### config.mk
export PLATFORM = sky130hd
export DESIGN_NAME = alarm_pulse_gen
export DESIGN_NICKNAME = d
export VERILOG_FILES = /design/src/rtl/apg_pkg.sv /design/src/rtl/apg_regs.sv /design/src/rtl/apg_arm.sv /design/src/rtl/apg_chan.sv /design/src/rtl/alarm_pulse_gen.sv
export SDC_FILE = /design/constraint.sdc
export NUM_CORES = 1
export LEC_CHECK = 0
export BUFFER_PORTS_ARGS = -buffer_cell sky130_fd_sc_hd__buf_2
export CORE_MARGIN = 2
export CORE_UTILIZATION = 45
export DETAILED_ROUTE_END_ITERATION = 12
export PLACE_DENSITY = 0.59
export SLEW_MARGIN = 20
export SYNTH_ARGS = -nofsm -noshare
export SYNTH_HDL_FRONTEND = slang
export SYNTH_SLANG_ARGS = --single-unit
### constraint.sdc
create_clock -name clk -period 8.5 [get_ports clk]
set_input_delay 0.425 -clock clk [delete_from_list [all_inputs] [get_ports clk]]
set_output_delay 0.425 -clock clk [all_outputs]
set_load 0.02 [all_outputs]
### src/rtl/apg_pkg.sv
package apg_pkg;

    localparam int unsigned TIME_W = 64;
    localparam int unsigned WORD_W = 32;

    typedef enum logic [2:0] {
        SEL_ALARM_LO = 3'd0,
        SEL_ALARM_HI = 3'd1,
        SEL_CTRL     = 3'd2,
        SEL_PER0     = 3'd3,
        SEL_PER1     = 3'd4,
        SEL_PER2     = 3'd5
    } apg_sel_e;

    // Select code of the period word of generator idx
    function automatic logic [2:0] per_sel(input int unsigned idx);
        return 3'(int'(SEL_PER0) + int'(idx));
    endfunction

endpackage

### src/rtl/apg_regs.sv
module apg_regs
    import apg_pkg::*;
#(
    parameter int unsigned NUM_PULSE = 2,
    parameter int unsigned PER_W     = 32
) (
    input  logic                               clk,
    input  logic                               rst_n,
    input  logic                               wr_en,
    input  logic [2:0]                         wr_sel,
    input  logic [WORD_W-1:0]                  wr_data,
    output logic [TIME_W-1:0]                  alarm_o,
    output logic                               enable_o,
    output logic [NUM_PULSE-1:0][PER_W-1:0]    period_o,
    output logic                               lo_wr_o,
    output logic                               hi_wr_o
);

    typedef struct packed {
        logic [WORD_W-1:0]               alarm_lo;
        logic [WORD_W-1:0]               alarm_hi;
        logic                            enable;
        logic [NUM_PULSE-1:0][PER_W-1:0] period;
    } regs_t;

    regs_t st_d, st_q;

    always_comb begin
        st_d = st_q;
        if (wr_en) begin
            if (wr_sel == SEL_ALARM_LO) st_d.alarm_lo = wr_data;
            if (wr_sel == SEL_ALARM_HI) st_d.alarm_hi = wr_data;
            if (wr_sel == SEL_CTRL)     st_d.enable   = wr_data[0];
            for (int i = 0; i < int'(NUM_PULSE); i++) begin
                if (wr_sel == per_sel(i)) st_d.period[i] = wr_data[PER_W-1:0];
            end
        end
    end

    always_ff @(posedge clk or negedge rst_n) begin
        if (!rst_n) st_q <= '0;
        else        st_q <= st_d;
    end

    assign alarm_o  = {st_q.alarm_hi, st_q.alarm_lo};
    assign enable_o = st_q.enable;
    assign period_o = st_q.period;
    assign lo_wr_o  = wr_en && (wr_sel == SEL_ALARM_LO);
    assign hi_wr_o  = wr_en && (wr_sel == SEL_ALARM_HI);

endmodule

### src/rtl/apg_arm.sv
module apg_arm
    import apg_pkg::*;
(
    input  logic              clk,
    input  logic              rst_n,
    input  logic              cnt_tick,
    input  logic [TIME_W-1:0] time_now,
    input  logic              time_jump,
    input  logic              enable,
    input  logic [TIME_W-1:0] alarm,
    input  logic              lo_wr,
    input  logic              hi_wr,
    output logic              start_o,
    output logic              stop_o
);

    typedef struct packed {
        logic armed;
    } arm_t;

    arm_t st_d, st_q;
    logic stop;
    logic start;

    always_comb begin
        stop  = time_jump || lo_wr || hi_wr || !enable;
        start = st_q.armed && !stop && cnt_tick && (time_now >= alarm);
        st_d  = st_q;
        if (time_jump)  st_d.armed = 1'b0;
        else if (hi_wr) st_d.armed = 1'b1;
        else if (lo_wr) st_d.armed = 1'b0;
        else if (start) st_d.armed = 1'b0;
    end

    always_ff @(posedge clk or negedge rst_n) begin
        if (!rst_n) st_q <= '0;
        else        st_q <= st_d;
    end

    assign start_o = start;
    assign stop_o  = stop;

endmodule

### src/rtl/apg_chan.sv
module apg_chan
    import apg_pkg::*;
#(
    parameter int unsigned PER_W  = 32,
    parameter int unsigned CLKP_W = 8
) (
    input  logic              clk,
    input  logic              rst_n,
    input  logic              cnt_tick,
    input  logic [TIME_W-1:0] time_now,
    input  logic              start,
    input  logic              stop,
    input  logic [TIME_W-1:0] alarm,
    input  logic [PER_W-1:0]  period,
    input  logic [CLKP_W-1:0] clk_period,
    output logic              pulse_o,
    output logic              fire_o
);

    typedef struct packed {
        logic              active;
        logic              pulse;
        logic              fire;
        logic [TIME_W-1:0] next_edge;
    } chan_t;

    chan_t             st_d, st_q;
    logic [TIME_W-1:0] step;

    always_comb begin
        step       = TIME_W'(period) + TIME_W'(clk_period);
        st_d       = st_q;
        st_d.fire  = 1'b0;
        if (stop) begin
            st_d.active = 1'b0;
            st_d.pulse  = 1'b0;
        end else if (start) begin
            st_d.active    = 1'b1;
            st_d.pulse     = 1'b1;
            st_d.fire      = 1'b1;
            st_d.next_edge = alarm + step;
        end else if (cnt_tick) begin
            if (st_q.active && (time_now >= st_q.next_edge)) begin
                st_d.pulse     = 1'b1;
                st_d.fire      = 1'b1;
                st_d.next_edge = st_q.next_edge + step;
            end else begin
                st_d.pulse = 1'b0;
            end
        end
    end

    always_ff @(posedge clk or negedge rst_n) begin
        if (!rst_n) st_q <= '0;
        else        st_q <= st_d;
    end

    assign pulse_o = st_q.pulse;
    assign fire_o  = st_q.fire;

endmodule

### src/rtl/alarm_pulse_gen.sv
module alarm_pulse_gen
    import apg_pkg::*;
#(
    parameter int unsigned NUM_PULSE = 2,
    parameter int unsigned PER_W     = 32,
    parameter int unsigned CLKP_W    = 8
) (
    input  logic                 clk,
    input  logic                 rst_n,
    input  logic [63:0]          time_now,
    input  logic                 cnt_tick,
    input  logic                 time_jump,
    input  logic [CLKP_W-1:0]    clk_period,
    input  logic                 wr_en,
    input  logic [2:0]           wr_sel,
    input  logic [31:0]          wr_data,
    output logic [NUM_PULSE-1:0] pulse_o,
    output logic                 pulse_ev_o
);

    logic [TIME_W-1:0]               alarm;
    logic                            enable;
    logic [NUM_PULSE-1:0][PER_W-1:0] period;
    logic                            lo_wr;
    logic                            hi_wr;
    logic                            start;
    logic                            stop;
    logic [NUM_PULSE-1:0]            fire;

    apg_regs #(.NUM_PULSE(NUM_PULSE), .PER_W(PER_W)) u_regs (
        .clk      (clk),
        .rst_n    (rst_n),
        .wr_en    (wr_en),
        .wr_sel   (wr_sel),
        .wr_data  (wr_data),
        .alarm_o  (alarm),
        .enable_o (enable),
        .period_o (period),
        .lo_wr_o  (lo_wr),
        .hi_wr_o  (hi_wr)
    );

    apg_arm u_arm (
        .clk       (clk),
        .rst_n     (rst_n),
        .cnt_tick  (cnt_tick),
        .time_now  (time_now),
        .time_jump (time_jump),
        .enable    (enable),
        .alarm     (alarm),
        .lo_wr     (lo_wr),
        .hi_wr     (hi_wr),
        .start_o   (start),
        .stop_o    (stop)
    );

    for (genvar g = 0; g < int'(NUM_PULSE); g++) begin : g_chan
        apg_chan #(.PER_W(PER_W), .CLKP_W(CLKP_W)) u_chan (
            .clk        (clk),
            .rst_n      (rst_n),
            .cnt_tick   (cnt_tick),
            .time_now   (time_now),
            .start      (start),
            .stop       (stop),
            .alarm      (alarm),
            .period     (period[g]),
            .clk_period (clk_period),
            .pulse_o    (pulse_o[g]),
            .fire_o     (fire[g])
        );
    end

    assign pulse_ev_o = fire[0];

endmodule

==> results.toml <==
[clock_tree]
cts_buffers = 36
post-cts-setup-buffer-count = 0
cts_root_buf = "clkbuf_16"
clk_pin_slew_ns = 0.06
cts_buffer_depth = 3
htree_levels = 2
cts_tree = "yes"
clock_latency_ns = 0.58
clock-sinks = 262

[timing]
drv_slew = 0
skew_ns = 0.0255
finalSetupTns_ns = 0
max_slew_margin = 0.227
period_share = 0.750
clock.fmax_mhz = 157
worst_slew_pin_slew_ns = 1.16
finalHoldViolCount = 0
fin_crit_ns = 6.38
final.setup.worst_slack_ns = 2.12
setup-violations-final = 0
rsz0062_at_grt = "false"

[grt]
grt_usage = 0.323
grt_overflow_total = 0
grt_pass1_wl_um = 146000
grt_pass1_vias = 24200
antenna_found_initial = 20
grt_start_max_net_pins = 106

[power_and_ir_drop]
power.share.sequential = 0.246
p_sw_frac = 0.447
power.density_nw_per_um2 = 243
power_switching_mw = 3.11
power_leakage_nw = 12.7
ir_drop_uv = 178
internal_power_mw = 3.85
combPwrFrac = 0.520
power_frac_clock = 0.233

[yosys]
postSynthCellCount = 3160
yosys_register_bits = 262
synthTopCellsByArea = "dfrtp_1, ha_1, xnor2_1"
yosys.area_share.adder = 0.169
synthArstFlopShare = 1.00
synth_nets = 3620
synth_compound_area_frac = 0.215
yosys.cell_types.count = 83
synth_warnings = 0
yosys.area_share.simple = 0.174
yosysMostFrequentCell = "ha_1"
synth_top_cell_area_share = 0.252
synth_area_leader_cell = "dfrtp_1"
synth_edf_count = 0
synth_top_family_by_area = "compound AO/OA/AOI/OAI gates"
avgSynthCellArea_sq_um = 8.24
synth_xor_area_frac = 0.0847
synth_commonest_cells = "ha_1, nand2_1, a21oi_1, dfrtp_1, inv_1"
synth_flop_cell = "dfrtp_1"
synthMuxAreaShare = 0.0514
syn_area_sq_um = 26000
ys_seq_area_frac = 0.252

[run]
cap_violations = 0

[floorplan]
die_h_um = 245
core-area_sq_um = 57500
die-width_um = 245
pin_count = 115
initial_core_util = 0.453
num_rows = 88
die-area_sq_um = 59800

[drt]
wl_met3_um = 6800
highest_layer = "met5"
routed-wl-met2_um = 47700
met1Wirelength_um = 37100
num_vias = 24600
postRouteAntennaNets = 0
first_pass_iters = 6
routed_wl_um = 97700
drtIter0Drc = 1961
drc_errors = 0
via_per_inst = 6.12
wl_per_cell_um = 24.3

[placed_design]
port_buffers = 114
pre_cts_slack_ns = 2.23
hpwlAfterDp_um = 78000
gp_congestion = 1.00

[finish]
drive_gt1_frac = 0.0941
fillCellCount = 5624
areaGrowthSynthToFinish_pct = 9.82
fin_nets = 3683

[setup_path]
worst-path-buf-inv = 1
start_kind = "flip-flop"
arrival_ns = 6.87
required_ns = 8.99
crit_path_end_kind = "flip-flop"
slowest_delay_ns = 0.72
crit_family = "compound AO/OA/AOI/OAI gates"
cp_max_fo = 13
cp_slowest_cell = "a2111oi_0"
cp_common_cell = "o21ai_0"
crit_chain = "ha_1, inv_1, fa_1, nor2b_1, o21ai_0, a21boi_0, o21ai_0, a21boi_0, o21ai_0, and2_1, and3b_1, xor2_1, ha_1, nand4_1, or2_2, a2111oi_0, o211ai_1, a21oi_1, a31o_2, nand4_1, or3_1, a31oi_1"
worstSetupPathType = "flip-flop to flip-flop"

[worst_hold_path]
hold_class = "input port to flip-flop"

[run_status]
status = "complete, no violations"
## power by group through the flow
| stage | combinational [mW] | sequential, mW | clock [mW] |
|---|---|---|---|
| global placement | 3.52 | 1.73 | 0 |
| detailed placement | 3.56 | 1.73 | 0 |
| CTS | 3.59 | 1.71 | 1.64 |
| global route | 4.01 | 1.74 | 1.70 |
| finish | 3.62 | 1.71 | 1.62 |
| floorplan | 2.66 | 1.63 | 0 |
## worst reg2reg max path: stages, from the launching register on
cell	delay (ns)
dfrtp_1	0.36
ha_1	0.17
inv_1	0.06
fa_1	0.40
nor2b_1	0.11
o21ai_0	0.11
a21boi_0	0.24
o21ai_0	0.13
a21boi_0	0.24
o21ai_0	0.20
and2_1	0.26
and3b_1	0.23
xor2_1	0.30
ha_1	0.34
nand4_1	0.15
or2_2	0.31
a2111oi_0	0.72
o211ai_1	0.24
a21oi_1	0.46
a31o_2	0.47
nand4_1	0.27
or3_1	0.38
a31oi_1	0.17
## final timing paths
kind	start	endpoint	slack [ns]	depth (start not counted)
max reg2reg	u_regs.period_o[32]	g_chan[1].u_chan.st_q[54]	2.12	22
min reg2reg	g_chan[0].u_chan.pulse_o	g_chan[0].u_chan.pulse_o	0.48	1
min in group asynchronous	rst_n	g_chan[0].u_chan.st_q[48]	0.45	2
max in group asynchronous	rst_n	u_regs.alarm_o[17]	5.92	4
max	u_regs.period_o[32]	g_chan[1].u_chan.st_q[54]	2.12	22
min	time_jump	u_arm.st_q	0.03	2
## repair_timing
action | 4_1_cts | 5_1_grt
resized for setup | 0 | 0
hold buffers | 1 | 0
endpoints found under the hold margin | 47 | 0
## flip-flops by register name, indices dropped and copies added (netlist names)
signal / flops
u_arm.st_q: 1
u_regs.period_o: 64
g_chan.u_chan.st_q: 129
g_chan.u_chan.fire_o: 1
g_chan.u_chan.pulse_o: 2
u_regs.alarm_o: 64
u_regs.enable_o: 1
## layout by cell type (no fill, tap or decap), types with 24 or more instances in the layout
master	instances
mux2_2	71
a21oi_1	295
o21a_1	26
a211oi_1	50
buf_2	113
inv_1	246
and3_1	60
dfrtp_1	262
nor3_1	58
nor2_1	160
a21o_1	88
clkbuf_16	37
o211ai_1	29
ha_1	342
nand3_1	112
o21ai_0	191
buf_4	24
mux2i_1	54
nand4_1	82
xnor2_1	194
nand2_1	309
a31oi_1	51
xor2_1	58
## cell families after synthesis
logic type	after synthesis
mux	125
flops	262
compound gates	883
fa+ha+maj	348
buf+inv	361
xor+xnor	252
simple gates	929
## final cells by class
cell class	instances	area [sq um]	share of cell area
Clock inverter	17	179	0.00625
Inverter	247	927	0.0324
Tap cell	765	957	0.0335
Sequential cell	262	6560	0.229
Antenna cell	7	17.5	0.000612
Multi-Input combinational cell	2537	18100	0.634
Timing Repair Buffer	139	771	0.0269
Clock buffer	49	1060	0.0371
## metrics by stage
stage	cell area (sq um)	util	hold WS [ns]	power [mW]	instances
6_report	28600	0.498	0.0332	6.96	4023
5_1_grt	28600	0.498	0.0334	7.45	4018
4_1_cts	28600	0.497	0.0171	6.94	4016
3_5_place_dp	27300	0.476	0.472	5.29	3949
3_3_place_gp	27300	0.476	0.457	5.25	3949
2_1_floorplan	26100	-	0.129	4.29	3160
## routing by layer
metal / vias up / track usage
met5: - / 0
met4: 22 / 0.179
met3: 267 / 0.0605
met2: 884 / 0.570
met1: 11800 / 0.367
li1: 11700 / -
No activity file was read; power rests on OpenSTA's default activity.
